$ cat config.mk
export PLATFORM = sky130hd
export DESIGN_NAME = scfg_serial_slave
export DESIGN_NICKNAME = d
export VERILOG_FILES = /design/src/rtl/scfg_pkg.sv /design/src/rtl/scfg_sync.sv /design/src/rtl/scfg_frame.sv /design/src/rtl/scfg_regbank.sv /design/src/rtl/scfg_outdrv.sv /design/src/rtl/scfg_serial_slave.sv
export SDC_FILE = /design/constraint.sdc
export NUM_CORES = 1
export LEC_CHECK = 0
export CORE_ASPECT_RATIO = 1.25
export CORE_MARGIN = 3
export CORE_UTILIZATION = 43
export DETAILED_ROUTE_END_ITERATION = 6
export SYNTH_ARGS = -nofsm -noshare
export SYNTH_HDL_FRONTEND = slang
export SYNTH_HIERARCHICAL = 1
export SYNTH_SLANG_ARGS = --single-unit
export TNS_END_PERCENT = 1
$ cat constraint.sdc
create_clock -name clk -period 2.6 [get_ports clk]
set_input_delay 0.52 -clock clk [delete_from_list [all_inputs] [get_ports clk]]
set_output_delay 0.52 -clock clk [all_outputs]
set_load 0.01 [all_outputs]
$ cat src/rtl/scfg_pkg.sv
package scfg_pkg;
  typedef enum logic {
    WIRE3 = 1'b0,
    WIRE4 = 1'b1
  } wire_mode_e;
endpackage

$ cat src/rtl/scfg_sync.sv
module scfg_sync #(
  parameter int          W       = 3,
  parameter int          STAGES  = 2,
  parameter logic [W-1:0] RST_VAL = '0
) (
  input  logic         clk,
  input  logic         rst,
  input  logic [W-1:0] din,
  output logic [W-1:0] q,
  output logic [W-1:0] q_d
);
  logic [W-1:0] stg [STAGES+1];

  generate
    for (genvar s = 0; s <= STAGES; s++) begin : g_stage
      if (s == 0) begin : g_first
        always_ff @(posedge clk) begin
          if (rst) stg[s] <= RST_VAL;
          else     stg[s] <= din;
        end
      end else begin : g_next
        always_ff @(posedge clk) begin
          if (rst) stg[s] <= RST_VAL;
          else     stg[s] <= stg[s-1];
        end
      end
    end
  endgenerate

  assign q   = stg[STAGES-1];
  assign q_d = stg[STAGES];
endmodule

$ cat src/rtl/scfg_frame.sv
module scfg_frame
  import scfg_pkg::*;
#(
  parameter int ADDR_W = 7,
  parameter int DATA_W = 16,
  localparam int INSTR_BITS = ADDR_W + 1,
  localparam int FRAME_BITS = INSTR_BITS + DATA_W,
  localparam int CNT_W      = $clog2(FRAME_BITS + 1)
) (
  input  logic              clk,
  input  logic              rst,
  input  logic              sclk_rise,
  input  logic              cs_act,
  input  logic              cs_start,
  input  logic              cs_end,
  input  logic              sdi,
  input  logic              mode_bit,
  output logic [CNT_W-1:0]  bit_cnt,
  output logic              is_read,
  output wire_mode_e        mode_frame,
  output logic              rd_req,
  output logic [ADDR_W-1:0] acc_addr,
  output logic              wr_en,
  output logic [DATA_W-1:0] wr_data
);
  localparam logic [CNT_W-1:0] LAST_INSTR = CNT_W'(INSTR_BITS - 1);
  localparam logic [CNT_W-1:0] LAST_DATA  = CNT_W'(FRAME_BITS - 1);
  localparam logic [CNT_W-1:0] END_CNT    = CNT_W'(FRAME_BITS);

  logic [DATA_W-1:0] sh;
  logic              take_bit;

  assign take_bit = sclk_rise && cs_act && (bit_cnt < END_CNT);

  always_ff @(posedge clk) begin
    if (rst) begin
      bit_cnt    <= '0;
      is_read    <= 1'b0;
      mode_frame <= WIRE3;
      rd_req     <= 1'b0;
      acc_addr   <= '0;
      wr_en      <= 1'b0;
      wr_data    <= '0;
      sh         <= '0;
    end else begin
      rd_req <= 1'b0;
      wr_en  <= 1'b0;
      if (cs_end) begin
        bit_cnt <= '0;
        is_read <= 1'b0;
      end else if (cs_start) begin
        bit_cnt    <= '0;
        is_read    <= 1'b0;
        mode_frame <= wire_mode_e'(mode_bit);
      end else if (take_bit) begin
        bit_cnt <= bit_cnt + 1'b1;
        sh      <= {sh[DATA_W-2:0], sdi};
        if (bit_cnt == LAST_INSTR) begin
          is_read  <= sh[ADDR_W-1];
          acc_addr <= {sh[ADDR_W-2:0], sdi};
          rd_req   <= sh[ADDR_W-1];
        end
        if (bit_cnt == LAST_DATA && !is_read) begin
          wr_en   <= 1'b1;
          wr_data <= {sh[DATA_W-2:0], sdi};
        end
      end
    end
  end

  assert_cnt_bound_R1: assert property (@(posedge clk) disable iff (rst)
    bit_cnt <= END_CNT);
  assert_commit_full_R2: assert property (@(posedge clk) disable iff (rst)
    wr_en |-> (bit_cnt == END_CNT && !is_read));
  assert_abort_clears_R3: assert property (@(posedge clk) disable iff (rst)
    cs_end |=> (bit_cnt == '0));
  assert_mode_hold_R8: assert property (@(posedge clk) disable iff (rst)
    (cs_act && !cs_start) |=> $stable(mode_frame));
endmodule

$ cat src/rtl/scfg_regbank.sv
module scfg_regbank #(
  parameter int ADDR_W    = 7,
  parameter int DATA_W    = 16,
  parameter int NUM_REGS  = 32,
  parameter int MODE_ADDR = 3,
  parameter int MODE_BIT  = 0,
  localparam int IDX_W    = (NUM_REGS > 1) ? $clog2(NUM_REGS) : 1
) (
  input  logic              clk,
  input  logic              rst,
  input  logic [ADDR_W-1:0] addr,
  input  logic              wr_en,
  input  logic [DATA_W-1:0] wr_data,
  input  logic              rd_req,
  output logic [DATA_W-1:0] rd_data,
  output logic              rd_vld,
  output logic              mode_bit,
  output logic              stb,
  output logic [ADDR_W-1:0] stb_addr,
  output logic [DATA_W-1:0] stb_data
);
  logic [DATA_W-1:0] regs [NUM_REGS];
  logic              in_range;
  logic [IDX_W-1:0]  idx;

  assign in_range = (int'(addr) < NUM_REGS);
  assign idx      = IDX_W'(addr);

  generate
    for (genvar r = 0; r < NUM_REGS; r++) begin : g_reg
      always_ff @(posedge clk) begin
        if (rst)                                       regs[r] <= '0;
        else if (wr_en && in_range && int'(idx) == r)  regs[r] <= wr_data;
      end
    end
  endgenerate

  always_ff @(posedge clk) begin
    if (rst) begin
      rd_data  <= '0;
      rd_vld   <= 1'b0;
      stb      <= 1'b0;
      stb_addr <= '0;
      stb_data <= '0;
    end else begin
      rd_vld <= rd_req;
      if (rd_req) rd_data <= in_range ? regs[idx] : '0;
      stb <= wr_en && in_range;
      if (wr_en && in_range) begin
        stb_addr <= addr;
        stb_data <= wr_data;
      end
    end
  end

  assign mode_bit = regs[MODE_ADDR][MODE_BIT];

  assert_rd_follow_R4: assert property (@(posedge clk) disable iff (rst)
    rd_req |=> rd_vld);
  assert_unimpl_zero_R9: assert property (@(posedge clk) disable iff (rst)
    (rd_req && int'(addr) >= NUM_REGS) |=> (rd_data == '0));
  assert_unimpl_nostb_R9: assert property (@(posedge clk) disable iff (rst)
    stb |-> (int'(stb_addr) < NUM_REGS));
endmodule

$ cat src/rtl/scfg_outdrv.sv
module scfg_outdrv
  import scfg_pkg::*;
#(
  parameter int DATA_W     = 16,
  parameter int INSTR_BITS = 8,
  localparam int FRAME_BITS = INSTR_BITS + DATA_W,
  localparam int CNT_W      = $clog2(FRAME_BITS + 1)
) (
  input  logic             clk,
  input  logic             rst,
  input  logic             sclk_fall,
  input  logic             cs_act,
  input  logic             cs_end,
  input  logic [CNT_W-1:0] bit_cnt,
  input  logic             is_read,
  input  wire_mode_e       mode_frame,
  input  logic             ld,
  input  logic [DATA_W-1:0] ld_data,
  output logic             sdio_o,
  output logic             sdio_oe,
  output logic             sdo_o,
  output logic             sdo_oe
);
  localparam logic [CNT_W-1:0] FIRST_OUT = CNT_W'(INSTR_BITS);
  localparam logic [CNT_W-1:0] END_CNT   = CNT_W'(FRAME_BITS);

  logic [DATA_W-1:0] shreg;
  logic              data_phase;

  assign data_phase = is_read && (bit_cnt >= FIRST_OUT) && (bit_cnt < END_CNT);

  always_ff @(posedge clk) begin
    if (rst || cs_end) begin
      sdio_o  <= 1'b0;
      sdio_oe <= 1'b0;
      sdo_o   <= 1'b0;
      sdo_oe  <= 1'b0;
      shreg   <= '0;
    end else begin
      if (ld) shreg <= ld_data;
      if (sclk_fall && cs_act) begin
        if (bit_cnt == END_CNT) begin
          sdio_o  <= 1'b0;
          sdio_oe <= 1'b1;
          sdo_o   <= 1'b0;
          sdo_oe  <= 1'b1;
        end else if (data_phase) begin
          shreg <= {shreg[DATA_W-2:0], 1'b0};
          if (mode_frame == WIRE4) begin
            sdo_o  <= shreg[DATA_W-1];
            sdo_oe <= 1'b1;
          end else begin
            sdio_o  <= shreg[DATA_W-1];
            sdio_oe <= 1'b1;
          end
        end
      end
    end
  end

  assert_end_low_R7: assert property (@(posedge clk) disable iff (rst)
    (sdio_oe && sdo_oe) |-> (!sdio_o && !sdo_o));
  assert_release_R7: assert property (@(posedge clk) disable iff (rst)
    cs_end |=> (!sdio_oe && !sdo_oe));
  assert_3w_pin_R5: assert property (@(posedge clk) disable iff (rst)
    (mode_frame == WIRE3 && sdo_oe) |-> sdio_oe);
  assert_4w_pin_R6: assert property (@(posedge clk) disable iff (rst)
    (mode_frame == WIRE4 && sdio_oe) |-> sdo_oe);
  assert_idle_quiet_R10: assert property (@(posedge clk) disable iff (rst)
    !cs_act |=> (!sdio_oe && !sdo_oe));
endmodule

$ cat src/rtl/scfg_serial_slave.sv
module scfg_serial_slave
  import scfg_pkg::*;
#(
  parameter int ADDR_W      = 7,
  parameter int DATA_W      = 16,
  parameter int NUM_REGS    = 32,
  parameter int MODE_ADDR   = 3,
  parameter int MODE_BIT    = 0,
  parameter int SYNC_STAGES = 2
) (
  input  logic              clk,
  input  logic              rst,
  input  logic              sclk,
  input  logic              cs_n,
  input  logic              sdio_in,
  output logic              sdio_out,
  output logic              sdio_oe,
  output logic              sdo_out,
  output logic              sdo_oe,
  output logic              cfg_wr_stb,
  output logic [ADDR_W-1:0] cfg_wr_addr,
  output logic [DATA_W-1:0] cfg_wr_data
);
  localparam int INSTR_BITS = ADDR_W + 1;
  localparam int FRAME_BITS = INSTR_BITS + DATA_W;
  localparam int CNT_W      = $clog2(FRAME_BITS + 1);

  logic [2:0] pin_q, pin_qd;
  logic       sclk_rise, sclk_fall, cs_act, cs_start, cs_end, sdi;

  scfg_sync #(.W(3), .STAGES(SYNC_STAGES), .RST_VAL(3'b010)) u_sync (
    .clk (clk),
    .rst (rst),
    .din ({sdio_in, cs_n, sclk}),
    .q   (pin_q),
    .q_d (pin_qd)
  );

  assign sclk_rise = pin_q[0] & ~pin_qd[0];
  assign sclk_fall = ~pin_q[0] & pin_qd[0];
  assign cs_act    = ~pin_q[1];
  assign cs_start  = ~pin_q[1] & pin_qd[1];
  assign cs_end    = pin_q[1] & ~pin_qd[1];
  assign sdi       = pin_q[2];

  logic [CNT_W-1:0]  bit_cnt;
  logic              is_read, rd_req, wr_en, rd_vld, mode_bit;
  wire_mode_e        mode_frame;
  logic [ADDR_W-1:0] acc_addr;
  logic [DATA_W-1:0] wr_data, rd_data;

  scfg_frame #(.ADDR_W(ADDR_W), .DATA_W(DATA_W)) u_frame (
    .clk        (clk),
    .rst        (rst),
    .sclk_rise  (sclk_rise),
    .cs_act     (cs_act),
    .cs_start   (cs_start),
    .cs_end     (cs_end),
    .sdi        (sdi),
    .mode_bit   (mode_bit),
    .bit_cnt    (bit_cnt),
    .is_read    (is_read),
    .mode_frame (mode_frame),
    .rd_req     (rd_req),
    .acc_addr   (acc_addr),
    .wr_en      (wr_en),
    .wr_data    (wr_data)
  );

  scfg_regbank #(
    .ADDR_W(ADDR_W), .DATA_W(DATA_W), .NUM_REGS(NUM_REGS),
    .MODE_ADDR(MODE_ADDR), .MODE_BIT(MODE_BIT)
  ) u_bank (
    .clk      (clk),
    .rst      (rst),
    .addr     (acc_addr),
    .wr_en    (wr_en),
    .wr_data  (wr_data),
    .rd_req   (rd_req),
    .rd_data  (rd_data),
    .rd_vld   (rd_vld),
    .mode_bit (mode_bit),
    .stb      (cfg_wr_stb),
    .stb_addr (cfg_wr_addr),
    .stb_data (cfg_wr_data)
  );

  scfg_outdrv #(.DATA_W(DATA_W), .INSTR_BITS(INSTR_BITS)) u_out (
    .clk        (clk),
    .rst        (rst),
    .sclk_fall  (sclk_fall),
    .cs_act     (cs_act),
    .cs_end     (cs_end),
    .bit_cnt    (bit_cnt),
    .is_read    (is_read),
    .mode_frame (mode_frame),
    .ld         (rd_vld),
    .ld_data    (rd_data),
    .sdio_o     (sdio_out),
    .sdio_oe    (sdio_oe),
    .sdo_o      (sdo_out),
    .sdo_oe     (sdo_oe)
  );
endmodule

Word level (Yosys, flattened, before mapping) --
Memories as Yosys holds them, arrays and structs flattened. A register that Yosys moved wholly into a read port is not among the register bits. Index checks and enable logic that the tools add are counted.
Operators by class: add/sub/neg operators 1, magnitude comparators 3, equality and inequality tests 35, muxes and demuxes 154, bitwise operators 47, reductions and logical operators 54
Operators with widths (count):
- $mux W16 | 37
- $mux W1 | 112
- $eq A5 B5 Y1 const B | 18
- $eq A5 B4 Y1 const B | 8
- $logic_and A1 B1 Y1 | 39
- $or A1 B1 Y1 | 35
- $eq A5 B3 Y1 const B | 5
- $eq A5 B2 Y1 const B | 2
- $mux W5 | 2
- $mux W3 | 3
- $reduce_and A3 Y1 | 3
- $not A1 Y1 | 8
- $reduce_and A4 Y1 | 2
- $lt A7 B6 Y1 const B | 1
- $add A5 B1 Y5 const B | 1
- $eq A5 B1 Y1 const B | 1
- $ge A5 B4 Y1 const B | 1
- $logic_not A5 Y1 | 1
- $lt A5 B5 Y1 const B | 1
- $reduce_or A5 Y1 | 1
- $and A1 B1 Y1 | 4
- $reduce_and A2 Y1 | 2
- $reduce_bool A2 Y1 | 2
- $reduce_or A4 Y1 | 1
- other kinds (4) | 4
Storage, ports and cells: bits in registers 107, bits in writable memories 521, bits of input ports 5, output and inout bits 28, memories kept 2
Memories:
- u_bank.regs | depth 32, bits a word 16, rd ports 2, clocked after Yosys merged registers in 2, wr ports 32, RTL line scfg_regbank.sv:22 | logic [DATA_W-1:0] regs [NUM_REGS];
- u_sync.stg | depth 3, bits a word 3, rd ports 3, clocked after Yosys merged registers in 0, wr ports 3, RTL line scfg_sync.sv:12 | logic [W-1:0] stg [STAGES+1];

Longest topological paths before layout --
Gate-level depths: netlist (run 1).
depth in word-level cells 7, depth in mapped cells 7, depth with buffers taken out 5

Cells and area by module --
The synthesis (run 1) kept the hierarchy.
By module, submodules not included:
- scfg_regbank | instances 1, cells an instance 1690, area an instance 24986.5 um^2, sequential area each 16195.5 um^2
- scfg_frame | instances 1, cells an instance 183, area an instance 1920.6 um^2, sequential area each 940.9 um^2
- scfg_outdrv | instances 1, cells an instance 93, area an instance 880.8 um^2, sequential area each 400.4 um^2
- scfg_sync | instances 1, cells an instance 18, area an instance 236.5 um^2, sequential area each 180.2 um^2
- scfg_serial_slave | instances 1, cells an instance 5, area an instance 33.8 um^2, sequential area each 0.0 um^2

Worst setup path before layout (run 1) --
No wires, ideal clock.
path type flip-flop to flip-flop, start point register u_frame.acc_addr[6], end point memory u_bank.regs[8][0] (enable), setup time 0.392 ns, data arrival time 2.018 ns, required time 2.208 ns, path slack 0.190 ns, stages on the path, launching flop included 8, buffers on the path 3, cell sequence dfxtp_1 nor2_1 and2_1 clkbuf_1 nand2b_1 clkbuf_1 clkbuf_1 o21bai_1
RTL lines:
- start: declaration | RTL line scfg_frame.sv:22 | output logic [ADDR_W-1:0] acc_addr,
- start signal: assignment | RTL line scfg_frame.sv:60 | acc_addr <= {sh[ADDR_W-2:0], sdi};
- end: declaration | RTL line scfg_regbank.sv:22

Worst setup path in the final report (run 1) --
start point register u_frame.acc_addr[1], end point register u_bank.rd_data[10]
Between the ends: word-level cells in the longest chain between the ends 2
Ends and longest elaborated chain:
- $lt A7 B6 Y1 | RTL line scfg_regbank.sv:26 | assign in_range = (int'(addr) < NUM_REGS);
- $mux W16 | RTL line scfg_regbank.sv:47 | if (rd_req) rd_data <= in_range ? regs[idx] : '0;
- end signal: assignment | RTL line scfg_regbank.sv:47
- end: declaration | RTL line scfg_regbank.sv:15 | output logic [DATA_W-1:0] rd_data,
No other way between the ends. A chain may end at the register's enable or synchronous reset.

==> impl_metrics.py, run 1 <==
metrics = {
    "timing": {
        "slew_violations": 0,
        "setup_violations": 0,
        "relSlewSlack": 0.2469,
        "finClkSkew_ns": 0.03000,
        "finalCritPeriodShare": 0.9871,
        "hold_slack_ns": 0.1189,
        "grt_setup_unrepaired": "no",
        "min_period_ns": 2.567,
        "hold_viol_final": 0,
        "max_freq_mhz": 389.6,
        "tns_ns": 0,
        "worst_pin_slew_ns": 1.125,
    },
    "global_route": {
        "antenna_found_initial": 0,
        "grt_pass1_vias": 16488,
        "grt_max_degree": 126,
        "grt_use_total": 0.2101,
        "grt_pass1_wl_um": 106300,
        "grt_overflow": 0,
    },
    "run": {
        "maxCapViolCount": 0,
    },
    "floorplan": {
        "pin_count": 33,
        "die-area_sq_um": 68310,
        "row_count": 104,
        "die_x_um": 234.4,
        "start_util": 0.4352,
        "die_h_um": 291.5,
        "coreArea_sq_um": 64410,
    },
    "cts": {
        "clkLatencyLatePin_ns": 0.63,
        "cts_max_level": 2,
        "cts-root-buf": "clkbuf_16",
        "clkSinkCount": 628,
        "cts_buffers": 59,
        "path_clk_slew_ns": 0.07,
        "clock_path_buffers": 3,
        "tritoncts": "yes",
    },
    "routing": {
        "drcViolationCount": 0,
        "drt_first_pass_iters": 5,
        "drt-total-wl_um": 71070,
        "drt-initial-drc-count": 1193,
        "vias_per_cell": 5.479,
        "ant_nets": 0,
        "num_vias": 16140,
        "drt-wirelength-per-cell_um": 24.13,
    },
    "power": {
        "p_leak_uw": 0.01105,
        "power_density_nw_per_um2": 639.3,
        "vdd_ir_drop_max_mv": 0.5368,
        "total_power_uw": 20350,
    },
    "setup_path": {
        "crit_fanout": 16,
        "reg2reg_to": "u_bank/rd_data[10]$_SDFFE_PP0P_",
        "r2r_slack_ns": 0.03,
        "required_ns": 3.11,
        "timing.rr.start": "u_frame/acc_addr[1]$_SDFFE_PP0P_",
        "cp-start-kind": "register",
        "r2r_cells": 6,
        "arrival_ns": 3.08,
        "crit_type": "reg -> reg",
        "critPathCaptureType": "register",
    },
    "layout": {
        "area_growth_pct": 13.56,
        "fillers": 5535,
        "stdcell_count": 2946,
        "finalNetCount": 2048,
        "final_common_cell": "and2_1",
        "drive_gt1_frac": 0.1879,
        "layout_common_cells": "and2_1, edfxtp_1, mux2i_1, buf_4, dfxtp_1",
        "utilization": 0.4942,
    },
    "placed_design": {
        "gp_congestion": 0.8581,
        "dp_cells": 2829,
        "dp_hpwl_um": 44340,
        "port_buffers": 32,
    },
    "hold_path": {
        "hold_depth": 2,
        "hold_end": "u_bank/stb$_SDFF_PP0_",
        "hold_start": "rst",
        "worstHoldPathType": "in -> reg",
    },
    "synth": {
        "synthesis.nets": 1993,
        "synth_area_sq_um": 28030,
        "synth_area_per_cell_sq_um": 14.11,
        "synth_warnings": 6,
        "synthCells": 1987,
    },
    "run_status": {
        "status": "complete, no violations",
    },
}
-- per-layer routing --
| metal | share of wire | track usage |
|---|---|---|
| met4 | 0.028 | 0.06369 |
| met3 | 0.058 | 0.02682 |
| met2 | 0.51 | 0.3542 |
| met5 | 0 | 0 |
| met1 | 0.41 | 0.2842 |
-- report_power, final --
part           switching [uW]  total (uW)  internal (uW)
logic                     319         498            178
clock network            3710        8680           4980
registers                71.1       11200          11100
total                    4100       20400          16300
-- critical path: stages (launching register included) --
cell and delay [ns]:
dfxtp_4 0.58, buf_6 0.24, mux4_2 0.58, mux2i_1 0.34
o211ai_1 0.25, buf_4 0.20, a32o_1 0.24
-- sequential cells by signal (all words and copies together) (netlist names) --
name,count
u_bank/regs,512
u_bank/rd_data,16
u_bank/stb_data,16
u_frame/wr_data,16
u_out/shreg,16
u_frame/sh,15
u_sync/stg,8
u_bank/stb_addr,7
u_frame/acc_addr,7
u_frame/bit_cnt,5
u_bank/rd_vld,1
u_bank/stb,1
u_frame/is_read,1
u_frame/mode_frame,1
u_frame/rd_req,1
u_frame/wr_en,1
u_out/sdio_o,1
u_out/sdio_oe,1
u_out/sdo_o,1
u_out/sdo_oe,1
-- cell type report --
class,count,area (sq um),share of cell area
Timing Repair Buffer,165,1524,0.04787
Antenna cell,7,17.52,0.0005502
Tap cell,848,1061,0.03333
Inverter,2,7.507,0.0002358
Multi-Input combinational cell,1186,9575,0.3008
Sequential cell,628,17710,0.5563
Clock inverter,20,205.2,0.006446
Clock buffer,90,1735,0.05451
-- worst max path at each step --
stage                                                 from                                to  slack (ns)  depth (start not counted)
after floorplan           u_frame/acc_addr[6]$_SDFFE_PP0P_   u_bank/regs[8][0]$_SDFFCE_PN0P_        0.19                          7
after global placement    u_frame/acc_addr[3]$_SDFFE_PP0P_  u_bank/regs[26][1]$_SDFFCE_PN0P_        -0.1                          5
after detailed placement  u_frame/acc_addr[3]$_SDFFE_PP0P_  u_bank/regs[26][3]$_SDFFCE_PN0P_        -0.1                          5
after CTS                 u_frame/acc_addr[3]$_SDFFE_PP0P_   u_bank/regs[9][8]$_SDFFCE_PN0P_       0.003                          5
after global routing      u_frame/acc_addr[1]$_SDFFE_PP0P_   u_bank/rd_data[13]$_SDFFE_PP0P_      0.0009                          7
final                     u_frame/acc_addr[1]$_SDFFE_PP0P_   u_bank/rd_data[10]$_SDFFE_PP0P_        0.03                          6
-- stage by stage --
step | setup slack, ns | area, sq um
after floorplan | 0.1899 | 28030
after global placement | -0.09678 | 29840
after detailed placement | -0.09633 | 29840
after CTS | 0.002577 | 31790
after global routing | 0.0009450 | 31820
final | 0.03345 | 31830
-- repair_timing --
| action | 4_1_cts | 5_1_grt |
|---|---|---|
| buffers inserted | 0 | 0 |
| gates resized for setup | 4 | 6 |
| endpoints found under the setup margin | 21 | 65 |
| hold buffers | 0 | 0 |
Note: power is estimated with default switching activity, not from simulation.
==> run 2, diff against run 1 <==
--- a/config.mk
+++ b/config.mk
@@ -6,7 +6,6 @@
 export NUM_CORES = 1
 export LEC_CHECK = 0
 export CORE_ASPECT_RATIO = 1.25
-export CORE_MARGIN = 3
 export CORE_UTILIZATION = 43
 export DETAILED_ROUTE_END_ITERATION = 6
 export SYNTH_ARGS = -nofsm -noshare
==> run 2 against run 1 <==
Sequential share of layout area rose by 0.38 points; routed wire length fell by 0.22%; sequential power barely moved.
==> impl_metrics.py, run 2 (synthesized netlist as in run 1, its figures left out) <==
metrics = {
    "run_status": {
        "status": "complete, no violations",
    },
    "global_route": {
        "grt_overflow": 0,
        "grt_pass1_vias": 16584,
        "grt_use_total": 0.2159,
        "antenna_found_initial": 1,
        "grt_max_degree": 126,
        "grt_pass1_wl_um": 106100,
    },
    "cts": {
        "cts_max_level": 2,
        "path_clk_slew_ns": 0.07,
        "cts_buffers": 59,
        "tritoncts": "yes",
        "clkSinkCount": 628,
        "clock_path_buffers": 3,
        "hold_buffers": 0,
        "cts-root-buf": "clkbuf_16",
        "clkLatencyLatePin_ns": 0.62,
    },
    "timing": {
        "slew_violations": 0,
        "finalCritPeriodShare": 0.9891,
        "tns_ns": 0,
        "worst_pin_slew_ns": 1.104,
        "relSlewSlack": 0.2610,
        "max_freq_mhz": 388.8,
        "finClkSkew_ns": 0.01608,
        "setup_violations": 0,
        "min_period_ns": 2.572,
        "grt_setup_unrepaired": "no",
        "hold_viol_final": 0,
        "setup_ws_ns": 0.02822,
    },
    "floorplan": {
        "coreArea_sq_um": 64410,
        "start_util": 0.4352,
        "pin_count": 33,
        "die_h_um": 287.5,
        "die_x_um": 230.4,
        "row_count": 104,
        "die-area_sq_um": 66220,
    },
    "layout": {
        "largest_register_ffs": 512,
        "finalNetCount": 2031,
        "design_area_sq_um": 31620,
        "stdcell_count": 2920,
        "layout_common_cells": "and2_1, edfxtp_1, mux2i_1, dfxtp_1, buf_4",
        "top_register": "u_bank/regs",
        "final_common_cell": "and2_1",
        "drive_gt1_frac": 0.1816,
        "area_growth_pct": 12.80,
        "fillers": 5579,
    },
    "setup_path": {
        "critical_path.slowest_cell": "dfxtp_4",
        "arrival_ns": 3.08,
        "cp-start-kind": "register",
        "critPathCaptureType": "register",
        "slowest_delay_ns": 0.62,
        "path_buf_inv": 1,
        "crit_fanout": 21,
        "required_ns": 3.11,
        "cp_cell_sequence": "buf_4 > mux2_2 > a221oi_1 > o211ai_1 > a32o_1",
        "crit_type": "reg -> reg",
        "cpLargestDelayFamily": "compound AO/OA/AOI/OAI gates",
    },
    "routing": {
        "route.met3.wl_um": 3411,
        "vias_per_cell": 5.498,
        "highest_layer": "met4",
        "drt_first_pass_iters": 5,
        "drcViolationCount": 0,
        "drt-wirelength-per-cell_um": 24.29,
        "wl_met1_um": 30170,
        "ant_nets": 0,
        "num_vias": 16053,
        "drt-initial-drc-count": 1068,
        "drt-total-wl_um": 70920,
        "wl_met2_um": 35000,
    },
    "power": {
        "power_frac_seq": 0.555,
        "p_leak_uw": 0.01093,
        "pwr-share-comb": 0.025,
        "vdd_ir_drop_max_mv": 0.6133,
        "clkPwrFrac": 0.421,
        "power_switching_uw": 4119,
        "power_density_nw_per_um2": 637.0,
        "total_power_uw": 20140,
        "internal_power_uw": 16020,
        "p_sw_frac": 0.2045,
    },
    "placed_design": {
        "port_buffers": 32,
        "gp_congestion": 0.8814,
        "dp_cells": 2812,
        "dp_slack_ns": 0.06237,
        "dp_hpwl_um": 44940,
        "placed_cell_area_sq_um": 29720,
    },
    "hold_path": {
        "worstHoldPathType": "in -> reg",
    },
    "run": {
        "maxCapViolCount": 0,
    },
}
run 2: cell count changes in the layout (fill, tap and decap cells not counted), moves of 5 or more:
| cell | change |
|---|---|
| buf_4 | -16 |
| clkbuf_8 | -5 |
| diode_2 | -6 |
| clkbuf_1 | -7 |
run 2: worst reg2reg max path, delay by kind of cell (launching register included):
kind / cells / cell delay (ns)
AOI/OAI and AO/OA: 3 / 1.10
DFF: 1 / 0.62
muxes: 1 / 0.38
buffers and inverters: 1 / 0.36
run 2: power groups by stage:
stage	Clock, uW	Sequential [uW]	Combinational [uW]
2_1_floorplan	0	11400	288
3_3_place_gp	0	11400	501
3_5_place_dp	0	11400	506
4_1_cts	8610	11200	507
5_1_grt	8970	11200	528
6_report	8470	11200	497
run 2: final cells by class:
type                            instances  area (sq um)  share of cell area
Antenna cell                            1         2.502          0.00007914
Clock buffer                           82          1740             0.05504
Clock inverter                         25         151.4            0.004788
Inverter                                2         7.507           0.0002374
Multi-Input combinational cell       1186          9547              0.3019
Sequential cell                       628         17710              0.5600
Tap cell                              848          1061             0.03356
Timing Repair Buffer                  148          1401             0.04432
run 2: what timing repair did:
item,CTS,global route
setup endpoints to repair,0,1
resized for setup,0,1
buffers inserted,0,0
run 2: worst paths after layout:
| path | slack [ns] | depth (start not counted) | startpoint | endpoint |
|---|---|---|---|---|
| max | 0.03 | 5 | u_frame/acc_addr[1]$_SDFFE_PP0P_ | u_bank/rd_data[5]$_SDFFE_PP0P_ |
| min | 0.16 | 2 | rst | u_bank/stb$_SDFF_PP0_ |
| max reg2reg | 0.03 | 5 | u_frame/acc_addr[1]$_SDFFE_PP0P_ | u_bank/rd_data[5]$_SDFFE_PP0P_ |
| min reg2reg | 0.41 | 1 | u_sync/stg[0][1]$_SDFF_PP1_ | u_sync/stg[1][1]$_SDFF_PP1_ |
run 2: per-stage QoR:
stage	util	hold WS (ns)
after floorplan	-	0.3832
after global placement	0.4614	0.3865
after detailed placement	0.4614	0.3921
after CTS	0.4908	0.1318
after global routing	0.4909	0.1395
final	0.4909	0.1609
run 2: metal layers:
layer	global-route usage	up-vias
met3	0.02605	117
met1	0.2876	8254
met2	0.3636	427
li1	-	7255
met4	0.07848	0
met5	0	-
